--- config.mk ---
export PLATFORM = sky130hd
export DESIGN_NAME = ptr_addr_unit
export DESIGN_NICKNAME = d
export VERILOG_FILES = /design/src/rtl/pau_pkg.sv /design/src/rtl/pau_step.sv /design/src/rtl/pau_addr_sel.sv /design/src/rtl/ptr_addr_unit.sv
export SDC_FILE = /design/constraint.sdc
export NUM_CORES = 1
export LEC_CHECK = 0
export BUFFER_PORTS_ARGS = -buffer_cell sky130_fd_sc_hd__buf_4
export CAP_MARGIN = 20
export CORE_MARGIN = 2
export CORE_UTILIZATION = 64
export DETAILED_ROUTE_END_ITERATION = 12
export GPL_TIMING_DRIVEN = 0
export PLACE_DENSITY = 0.86
export SETUP_SLACK_MARGIN = 0.05
export SLEW_MARGIN = 40
export SYNTH_ARGS = -nofsm -noshare
export SYNTH_HDL_FRONTEND = slang
export SYNTH_SLANG_ARGS = --single-unit
--- constraint.sdc ---
create_clock -name clk_i -period 21.4 [get_ports clk_i]
set_input_delay 4.28 -clock clk_i [delete_from_list [all_inputs] [get_ports clk_i]]
set_output_delay 4.28 -clock clk_i [all_outputs]
set_load 0.03 [all_outputs]
--- src/rtl/pau_pkg.sv ---
package pau_pkg;
    timeunit 1ns;
    timeprecision 1ps;

    // Step request carried with each transfer
    typedef enum logic [1:0] {
        MOD_NONE = 2'b00,
        MOD_INC  = 2'b01,
        MOD_DEC  = 2'b10,
        MOD_RSV  = 2'b11
    } mod_e;
endpackage

--- src/rtl/pau_step.sv ---
// One +/-1 stepper; wraps at the register width.
module pau_step #(
    parameter int W = 16
) (
    input  logic [W-1:0]   cur_i,
    input  pau_pkg::mod_e  mode_i,
    output logic [W-1:0]   nxt_o
);
    timeunit 1ns;
    timeprecision 1ps;
    import pau_pkg::*;

    always_comb begin
        unique case (mode_i)
            MOD_INC: nxt_o = cur_i + W'(1);
            MOD_DEC: nxt_o = cur_i - W'(1);
            default: nxt_o = cur_i;
        endcase
    end
endmodule

--- src/rtl/pau_addr_sel.sv ---
// Picks the effective address: pre-step value for reads, post-step for writes.
module pau_addr_sel #(
    parameter int ADDR_W = 16,
    parameter int NUM_DP = 3,
    parameter int OFFS_W = 8,
    parameter int SEL_W  = 2
) (
    input  logic [NUM_DP-1:0][ADDR_W-1:0] dp_cur_i,
    input  logic [NUM_DP-1:0][ADDR_W-1:0] dp_nxt_i,
    input  logic [ADDR_W-1:0]             base_i,
    input  logic [OFFS_W-1:0]             offs_cur_i,
    input  logic [OFFS_W-1:0]             offs_nxt_i,
    input  logic [SEL_W-1:0]              sel_i,
    input  logic                          wr_i,
    output logic [ADDR_W-1:0]             addr_o
);
    timeunit 1ns;
    timeprecision 1ps;

    localparam logic [SEL_W-1:0] SEL_FRAME = SEL_W'(NUM_DP);

    logic [OFFS_W-1:0] offs_use;

    always_comb begin
        offs_use = wr_i ? offs_nxt_i : offs_cur_i;
        addr_o   = '0;
        for (int i = 0; i < NUM_DP; i++) begin
            if (sel_i == SEL_W'(i)) begin
                addr_o = wr_i ? dp_nxt_i[i] : dp_cur_i[i];
            end
        end
        if (sel_i == SEL_FRAME) begin
            addr_o = base_i + ADDR_W'(offs_use);
        end
    end
endmodule

--- src/rtl/ptr_addr_unit.sv ---
module ptr_addr_unit #(
    parameter int ADDR_W = 16,
    parameter int NUM_DP = 3,
    parameter int OFFS_W = 8,
    parameter int SEL_W  = $clog2(NUM_DP + 1),
    parameter int TGT_W  = $clog2(NUM_DP + 2) < 3 ? 3 : $clog2(NUM_DP + 2)
) (
    input  logic                     clk_i,
    input  logic                     rst_ni,
    input  logic                     xfer_i,
    input  logic [SEL_W-1:0]         sel_i,
    input  logic                     wr_i,
    input  logic [1:0]               mode_i,
    input  logic                     ld_en_i,
    input  logic [TGT_W-1:0]         ld_tgt_i,
    input  logic [ADDR_W-1:0]        ld_val_i,
    output logic [ADDR_W-1:0]        addr_o,
    output logic [NUM_DP*ADDR_W-1:0] dp_o,
    output logic [ADDR_W-1:0]        base_o,
    output logic [OFFS_W-1:0]        offs_o
);
    timeunit 1ns;
    timeprecision 1ps;
    import pau_pkg::*;

    localparam logic [SEL_W-1:0] SEL_FRAME = SEL_W'(NUM_DP);
    localparam logic [TGT_W-1:0] TGT_BASE  = TGT_W'(NUM_DP);
    localparam logic [TGT_W-1:0] TGT_OFFS  = TGT_W'(NUM_DP + 1);

    typedef struct packed {
        logic [NUM_DP-1:0][ADDR_W-1:0] dp;
        logic [ADDR_W-1:0]             base;
        logic [OFFS_W-1:0]             offs;
    } state_t;

    state_t st_d, st_q;

    mod_e                          mode_s;
    logic [NUM_DP-1:0][ADDR_W-1:0] dp_step;
    logic [OFFS_W-1:0]             offs_step;

    assign mode_s = mod_e'(mode_i);

    // One stepper per data pointer
    for (genvar g = 0; g < NUM_DP; g++) begin : g_dp_step
        pau_step #(.W(ADDR_W)) u_step (
            .cur_i  (st_q.dp[g]),
            .mode_i (mode_s),
            .nxt_o  (dp_step[g])
        );
    end

    // Offset stepper: its width bounds the wrap, so no carry reaches the base
    pau_step #(.W(OFFS_W)) u_offs_step (
        .cur_i  (st_q.offs),
        .mode_i (mode_s),
        .nxt_o  (offs_step)
    );

    pau_addr_sel #(
        .ADDR_W (ADDR_W),
        .NUM_DP (NUM_DP),
        .OFFS_W (OFFS_W),
        .SEL_W  (SEL_W)
    ) u_addr_sel (
        .dp_cur_i   (st_q.dp),
        .dp_nxt_i   (dp_step),
        .base_i     (st_q.base),
        .offs_cur_i (st_q.offs),
        .offs_nxt_i (offs_step),
        .sel_i      (sel_i),
        .wr_i       (wr_i),
        .addr_o     (addr_o)
    );

    always_comb begin
        st_d = st_q;
        // Step first; a load below overrides the same register
        if (xfer_i) begin
            for (int i = 0; i < NUM_DP; i++) begin
                if (sel_i == SEL_W'(i)) begin
                    st_d.dp[i] = dp_step[i];
                end
            end
            if (sel_i == SEL_FRAME) begin
                st_d.offs = offs_step;
            end
        end
        if (ld_en_i) begin
            for (int i = 0; i < NUM_DP; i++) begin
                if (ld_tgt_i == TGT_W'(i)) begin
                    st_d.dp[i] = ld_val_i;
                end
            end
            if (ld_tgt_i == TGT_BASE) begin
                st_d.base = ld_val_i;
            end
            if (ld_tgt_i == TGT_OFFS) begin
                st_d.offs = ld_val_i[OFFS_W-1:0];
            end
        end
    end

    always_ff @(posedge clk_i) begin
        if (!rst_ni) begin
            st_q <= '0;
        end else begin
            st_q <= st_d;
        end
    end

    assign dp_o   = st_q.dp;
    assign base_o = st_q.base;
    assign offs_o = st_q.offs;
endmodule

==> impl_metrics.yaml, run 1 <==
outcome:
  status: "finished clean"
sta:
  slew-limit-headroom_pct: 39.0
  worst_slew_pin_slew_ps: 914
  finalSetupTns_ps: 0
  max_freq_mhz: 67.9
  final_max_slew_viol_count: 0
  finalCritPeriodShare_pct: 68.8
  skew_ps: 6.89
  rsz0062_at_grt: "no"
  setup_violations: 0
  whs_ps: 481
  fin_crit_ps: 14720
  hold_viol_final: 0
synthesis:
  async_flop_share_pct: 0
  synth_warnings: 0
  ys_ff_latch: 72
  yosys.area_share.simple_pct: 26.4
  synth_top_area_cell: "dfxtp_1"
  yosys.area_share.adder_pct: 5.06
  yosysSeqAreaShare_pct: 18.5
  yosysUniqueCellTypes: 91
  synth-xor-area-share_pct: 10.2
  synth-compound-area-share_pct: 28.8
  netlist.area_leader.share_pct: 18.5
  synth.area.mux_share_pct: 5.10
  synth_area_mm2: 0.00781
  synthTopCellsByArea: "dfxtp_1, xnor2_1, nand2_1"
  syn_nets: 1168
  avgSynthCellArea_um2: 7.04
  synth_top_family_by_area: "compound AO/OA/AOI/OAI gates"
  synth_ff_type: "dfxtp_1"
  synth_edf_count: 0
  synth_cells: 1109
layout:
  final_layout_size_suffix_gt1_share_pct: 15.1
  fillCellCount: 952
  fin_nets: 1293
  syn2layout_area_growth_pct: 17.5
  utilization_pct: 76.7
  diodes: 0
global_route:
  antenna_found_initial: 0
  grt_usage_pct: 48.8
  use_met1_pct: 61.8
  grt.met2_usage_pct: 73.5
  first_global_vias: 8939
  gr-usage-met3_pct: 13.2
  grt-ovfl-total: 0
  grt_start_max_net_pins: 23
  grt-busiest-layer: "met2"
  grt_pass1_wl_um: 48700
die:
  pin_count: 116
  initial_core_util_pct: 65.3
  die_w_um: 114
  dieArea_mm2: 0.0131
  num_rows: 40
  core_mm2: 0.0120
  die_h_um: 114
setup_path:
  critPathArrivalTime_ps: 10440
  slowest_delay_ps: 570
  critPathCaptureType: "output pin"
  crit_buf_inv: 9
  crit_type: "input pin to output pin"
  worst-path-max-fanout: 22
  cp_slowest_cell: "ha_2"
  critPathTopFamily: "buffers and inverters"
  cp-start-kind: "input pin"
  cp.required_ps: 17120
clocking:
  clk_pin_slew_ps: 60
  cts_made_buffers: 9
  post_cts.repair.setup_buffers: 0
  clock_latency_ps: 360
  hold_buffers: 0
  cts.repair.resized: 0
  cts-root-buf: "clkbuf_16"
  cts_max_level: 3
  cts_tree: "yes"
  cts_buffer_depth: 2
  clock-sinks: 72
place:
  port_buffers: 114
  gp_congestion: 1.07
  place_hpwl_um: 24100
detailed_routing:
  drtAntennaViolNets: 0
  firstDrtPassIters: 7
  wirelength_um: 32400
  via_count: 9757
  route.detailed.drc: 0
  drt_iter0_drc: 1698
  routed_via_density: 7.04
  wl_per_cell_um: 23.4
pwr:
  sw_frac_of_total_pct: 38.0
  cellPowerDensity_mw_per_mm2: 52.4
  internal_power_uw: 298
  p_sw_uw: 183
  p_leak_uw: 0.00368
  peakVddDrop_v: 0.0000444
  seq_power_share_pct: 30.9
  clkPwrFrac_pct: 34.6
  combPwrFrac_pct: 34.6
hold_path:
  hold_path_class: "flop to flop"
run:
  drv_cap: 0
-- power groups by stage --
stage | clock network, uW | logic (uW) | registers (uW)
after floorplan | 0 | 92.8 | 160
after global placement | 0 | 155 | 150
after detailed placement | 0 | 157 | 151
after CTS | 164 | 159 | 148
after global routing | 172 | 173 | 149
final | 166 | 166 | 148
-- worst min-delay path, stage by stage, from the launching register on --
cell	delay, ps
dfxtp_1	330
nand2_1	60
a21oi_1	50
-- per-layer routing --
layer  part of all wire [%]  routed length (um)  up-vias
li1                       -                   -     4265
met3                     14                4590      207
met5                      0                   0        -
met4                    6.9                2250        0
met1                     37               11800     4453
met2                     42               13700      832
-- cells in the mapped netlist, drive strengths merged, types with 5 or more instances --
cell,number
a211oi,39
a21boi,5
a21o,10
a21oi,82
a221oi,7
a311oi,5
a31oi,12
a32oi,5
and2,9
and3,6
and3b,5
buf,27
clkbuf,69
dfxtp,72
ha,30
inv,14
mux2,6
mux2i,33
nand2,136
nand2b,15
nand3,29
nand3b,7
nand4,8
nor2,124
nor2b,5
nor3,30
nor3b,12
o211ai,19
o21a,5
o21ai,84
o21bai,5
o22ai,7
o31ai,7
or2,7
or3,14
or4,5
xnor2,62
xor2,29
-- per-stage QoR --
stage | cells | power [uW] | area (um^2) | setup slack [ps]
after floorplan | 1109 | 253 | 7810 | 8200
after global placement | 1370 | 306 | 8850 | 6740
after detailed placement | 1370 | 308 | 8860 | 7010
after CTS | 1386 | 470 | 9170 | 6890
after global routing | 1386 | 494 | 9180 | 6520
final | 1386 | 480 | 9180 | 6680
-- layout make-up --
cell class / instances / area, um^2 / share of cell area [%]
flip-flops and latches: 72 / 1440 / 15.7
plain buffers: 96 / 408 / 4.45
multi-input cells: 926 / 5920 / 64.5
inverters: 15 / 56.3 / 0.614
clock buffers: 10 / 229 / 2.50
clock inverters: 6 / 83.8 / 0.914
repair buffers: 114 / 856 / 9.33
well taps: 147 / 184 / 2.00
-- cells by family after synthesis --
group | after synthesis
xor gates and xnor gates | 91
muxes | 39
buffers and inverters | 111
DFF | 72
and+or+nand+nor | 429
AOI/OAI and AO/OA | 336
adders and majority gates | 31
-- layout by cell type, fill, tap and decap left out, types with 33 or more instances in the layout --
master    netlist  layout
dfxtp_1        72      72
a21oi_1        82      82
a211oi_1       38      38
buf_4           1     115
mux2i_1        33      33
nor2_1        124     121
o21ai_0        82      82
nand2_1       136     136
clkbuf_1       69      70
xnor2_1        62      62
-- sequential cells by signal, summed over array words and instances, names as in the netlist --
register	flops
base_o	16
dp_o	48
offs_o	8
-- final timing paths --
check | startpoint | to | slack (ps) | depth (start not counted)
worst max-delay path | mode_i[0] | addr_o[14] | 6680 | 25
worst min-delay path | base_o[4] | base_o[4] | 480 | 2
worst max register to register | dp_o[23] | dp_o[30] | 18400 | 9
worst min register to register | base_o[4] | base_o[4] | 480 | 2
Power figures use the tool's default switching activity.
==> run 2, diff against run 1 <==
- CORE_UTILIZATION: 64 -> 59
- PLACE_DENSITY: 0.86 -> 0.8
- clock period: 21.4 -> 14.2 ns (I/O delays scaled with it)
==> run 2 against run 1 <==
Global-route usage down 3.5 points. Worst setup slack worse by 4400 ps. Sequential power up 51%. Core utilization down 6.5 points. Hold slack worse by 3.1 ps. Cell area about the same. Via count down 1.9%. Largest cell class unchanged. Largest power group unchanged. Highest routed layer unchanged.
==> impl_metrics.yaml, run 2 (synthesis results as in run 1) <==
pwr:
  cellPowerDensity_mw_per_mm2: 76.9
  peakVddDrop_v: 0.0000612
  p_leak_uw: 0.00366
layout:
  final_common_cell: "nand2_1"
  final_cell_mix: "nand2_1, nor2_1, buf_4"
  fillCellCount: 1141
  diodes: 0
  final_design_area_no_fill_mm2: 0.00918
  register_area_mm2: 0.00144
  syn2layout_area_growth_pct: 17.6
  largest_reg_flops: 48
  multi_input_area_mm2: 0.00591
  fin_nets: 1293
  final_layout_size_suffix_gt1_share_pct: 15.0
detailed_routing:
  routed_via_density: 6.76
  drt_iter0_drc: 1368
  via_count: 9572
  firstDrtPassIters: 6
  drtAntennaViolNets: 0
  wirelength_um: 33100
  route.detailed.drc: 0
  wl_per_cell_um: 23.4
clocking:
  cts.repair.resized: 0
  cts_made_buffers: 9
  cts_tree: "yes"
  clk_pin_slew_ps: 60
  clock_latency_ps: 350
  clock-sinks: 72
  cts_buffer_depth: 2
  cts_max_level: 3
  cts-root-buf: "clkbuf_16"
  post_cts.repair.setup_buffers: 0
  hold_buffers: 0
setup_path:
  cp-start-kind: "input pin"
  critPathArrivalTime_ps: 9090
  r2r-start: "dp_o[23]"
  rrSetupSlack_ps: 11240
  r2r-end: "dp_o[30]"
  cp.required_ps: 11360
  crit_type: "input pin to output pin"
  critPathCaptureType: "output pin"
  rr_worst_depth: 9
  worst-path-max-fanout: 22
hold_path:
  min_path_cells: 2
  hold_path_class: "flop to flop"
  holdCritStartpoint: "base_o[2]"
  min_to: "base_o[2]"
die:
  dieArea_mm2: 0.0142
  pin_count: 116
  num_rows: 42
  core_mm2: 0.0131
  die_w_um: 119
  initial_core_util_pct: 59.7
  die_h_um: 119
sta:
  worst_slew_pin_slew_ps: 932
  whs_ps: 478
  fin_crit_ps: 11930
  finalSetupTns_ps: 0
  finalCritPeriodShare_pct: 84.0
  hold_viol_final: 0
  final_max_slew_viol_count: 0
  max_freq_mhz: 83.8
  slew-limit-headroom_pct: 37.9
  skew_ps: 7.52
  setup_violations: 0
  rsz0062_at_grt: "no"
outcome:
  status: "finished clean"
run:
  drv_cap: 0
global_route:
  grt-ovfl-total: 0
  grt_usage_pct: 45.3
  grt_pass1_wl_um: 49100
  antenna_found_initial: 0
  grt_start_max_net_pins: 23
  first_global_vias: 8718
place:
  port_buffers: 114
  place_hpwl_um: 25000
  placed_area_mm2: 0.00889
  gp_congestion: 1.01
[run 2: changes by cell type in the layout (fill, tap and decap cells not counted)]
cell	previous run	this run
clkinvlp_4	0	2
nor4_2	2	1
bufinv_16	2	1
clkinv_4	1	0
nor4_1	2	3
[run 2: per-layer routing]
metal | vias to the layer above | track usage [%] | share of wire, % | wire length [um]
li1 | 4266 | - | - | -
met1 | 4367 | 57.8 | 38 | 12600
met2 | 772 | 69.1 | 43 | 14100
met3 | 167 | 10.8 | 13 | 4340
met4 | 0 | 27.4 | 6.3 | 2070
met5 | - | 0 | 0 | 0
[run 2: cell type report]
class / count / share of cell area, %
multi-input cells: 926 / 64.4
plain buffers: 96 / 4.44
inverters: 15 / 0.613
well taps: 176 / 2.40
clock inverters: 6 / 0.654
flip-flops and latches: 72 / 15.7
repair buffers: 114 / 9.32
clock buffers: 10 / 2.49
[run 2: worst max path at each step]
stage / startpoint / end / slack (ps) / cells past startpoint
after floorplan: mode_i[0] / addr_o[14] / 3880 / 23
after global placement: mode_i[0] / addr_o[14] / 2320 / 25
after detailed placement: mode_i[0] / addr_o[14] / 2530 / 25
after CTS: mode_i[0] / addr_o[14] / 2480 / 25
after global routing: mode_i[0] / addr_o[14] / 2040 / 25
final: mode_i[0] / addr_o[14] / 2270 / 25
[run 2: worst max-delay path, cell delays in order]
cell,delay [ps]
buf_4,110
inv_1,80
ha_2,570
buf_6,250
buf_6,190
buf_6,200
buf_4,240
buf_2,380
buf_2,400
xor2_1,130
ha_1,230
a31oi_1,180
o22ai_1,160
or3_1,420
a311oi_1,340
xor2_1,150
ha_1,350
or3_1,110
o21ai_0,100
a31oi_1,440
nand4_1,180
xor2_1,270
o21ai_0,100
or4_1,480
buf_4,180
[run 2: report_power, final]
group	switching (uW)	internal [uW]
clock network	96.4	135
logic	166	84.5
registers	12.7	211
total	275	431
[run 2: per-stage QoR]
step	utilization [%]	setup WS (ps)	power [uW]	instances
global placement	67.9	2320	464	1399
detailed placement	68.0	2530	466	1399
CTS	70.2	2480	693	1415
floorplan	-	3880	381	1109
finish	70.2	2270	706	1415
global route	70.2	2040	722	1415
==> run 3, diff against run 2 <==
- CORE_UTILIZATION: 59 -> 54
- PLACE_DENSITY: 0.8 -> 0.77
- clock period: 14.2 -> 10.1 ns (I/O delays scaled with it)
==> run 3 against run 2 <==
First-iteration DRC count decreased by 9.5%. Sequential power increased by 41%. Cell area increased by 1.3%. Core utilization decreased by 3.7 points. Register-to-register slack got worse by 4200 ps. Critical path depth decreased by 1. Worst setup slack got worse by 1800 ps. Cell count increased by 0.42%. Clock power increased by 75%. Combinational power increased by 44%. Hold slack improved by 0.99 ps. Largest power group is now the clock network.
==> impl_metrics.yaml, run 3 (synthesis results as in run 1) <==
sta:
  fin_crit_ps: 9650
  max_freq_mhz: 104
  worst_slew_pin_slew_ps: 917
  finalCritPeriodShare_pct: 95.5
  hold_viol_final: 0
  whs_ps: 479
  setup_violations: 0
  final_max_slew_viol_count: 0
  skew_ps: 7.92
  fin_ws_ps: 454
  slew-limit-headroom_pct: 38.9
  rsz0062_at_grt: "no"
pwr:
  p_leak_uw: 0.00370
  internal_power_uw: 683
  cellPowerDensity_mw_per_mm2: 116
  clkPwrFrac_pct: 37.5
  peakVddDrop_v: 0.0000797
  seq_power_share_pct: 29.1
  sw_frac_of_total_pct: 36.8
  p_sw_uw: 398
  combPwrFrac_pct: 33.4
hold_path:
  hold_path_class: "flop to flop"
detailed_routing:
  firstDrtPassIters: 10
  drtAntennaViolNets: 0
  routed_via_density: 6.80
  route.detailed.drc: 0
  wl_per_cell_um: 24.8
  drt_iter0_drc: 1238
  wirelength_um: 35300
  via_count: 9660
global_route:
  use_met1_pct: 54.1
  antenna_found_initial: 1
  gr-usage-met3_pct: 11.1
  first_global_vias: 8898
  grt-busiest-layer: "met2"
  grt_usage_pct: 43.6
  grt.met2_usage_pct: 64.9
  grt_pass1_wl_um: 51800
  grt_start_max_net_pins: 23
  grt-ovfl-total: 0
setup_path:
  critPathCaptureType: "output pin"
  cp.required_ps: 8080
  crit_type: "input pin to output pin"
  cp-start-kind: "input pin"
  worst-path-max-fanout: 19
  critPathArrivalTime_ps: 7630
layout:
  register_area_mm2: 0.00144
  largest_reg_flops: 48
  final_common_cell: "nand2_1"
  multi_input_area_mm2: 0.00593
  fin_nets: 1293
  final_cell_mix: "nand2_1, nor2_1, buf_4"
  fin_cells: 1421
  final_layout_size_suffix_gt1_share_pct: 15.1
  syn2layout_area_growth_pct: 19.1
  fillCellCount: 1306
  final_design_area_no_fill_mm2: 0.00930
  utilization_pct: 66.5
clocking:
  cts-root-buf: "clkbuf_16"
  cts_tree: "yes"
  clock_latency_ps: 360
  cts_buffer_depth: 2
  cts_max_level: 3
  cts_made_buffers: 9
  hold_buffers: 0
  clock-sinks: 72
  clk_pin_slew_ps: 60
die:
  initial_core_util_pct: 55.8
  die_w_um: 124
  num_rows: 43
  core_mm2: 0.0140
  pin_count: 116
  die_h_um: 124
  dieArea_mm2: 0.0154
place:
  gp_congestion: 1.05
  pre_cts_ws_ps: -42.7
  place_hpwl_um: 26200
  port_buffers: 114
  placed_area_mm2: 0.00889
  dp.cells: 1403
run:
  drv_cap: 0
outcome:
  status: "finished clean"
## run 3: cell count changes in the layout (fill, tap and decap cells not counted), moves of 2 or more
cell,previous run,this run
diode_2,0,2
clkinv_2,3,0
buf_2,17,15
nor2_1,121,123
bufinv_16,1,4
nor2_2,3,1
## run 3: area by class of cell
| cell class | count | area share [%] |
|---|---|---|
| clock buffer | 9 | 2.42 |
| tap | 180 | 2.42 |
| timing repair buffer | 115 | 9.33 |
| sequential | 72 | 15.5 |
| buffer | 95 | 4.36 |
| clock inverter | 7 | 1.55 |
| antenna | 2 | 0.0538 |
| multi-input combinational | 926 | 63.8 |
| inverter | 15 | 0.606 |
## run 3: routing by layer
layer | share of wire [%] | up-vias
met1 | 38 | 4450
met4 | 8.0 | 0
met3 | 12 | 207
li1 | - | 4287
met5 | 0 | -
met2 | 42 | 716
## run 3: power by group through the flow
stage                     registers (uW)  logic, uW  clock network (uW)
final                                315        361                 405
after floorplan                      339        197                   0
after detailed placement             320        343                   0
after global routing                 316        376                 413
after CTS                            313        346                 403
after global placement               320        341                   0
## run 3: final timing paths
check	slack, ps	depth (start not counted)	to	start
min	480	2	base_o[11]	base_o[11]
min reg2reg	480	2	base_o[11]	base_o[11]
max reg2reg	7030	9	dp_o[27]	dp_o[23]
max	450	24	addr_o[11]	mode_i[0]
## run 3: metrics by stage
step	total power (uW)	TNS, ps
finish	1080	0
floorplan	536	0
CTS	1060	0
global placement	660	-1050
detailed placement	663	-42.7
global route	1100	0
## run 3: critical path: stages
cell      delay (ps)
buf_4            100
inv_1             90
ha_4             280
buf_6            220
buf_6            180
buf_6            200
buf_4            320
clkbuf_4         330
xor2_1           100
ha_1             240
a31oi_1          190
o22ai_1          160
or3_1            430
a311oi_2         320
xor2_1           190
ha_1             280
or3_1            310
o21ai_0          130
o21bai_1         290
nor2_1           110
xnor2_1          180
a221oi_1         490
o211ai_1         220
buf_4            220
## run 3: repair_timing
action	CTS	global route
setup buffers	0	1
hold endpoints to repair	0	0
pin swaps	0	1
resized for setup	1	3
setup endpoints to repair	2	6
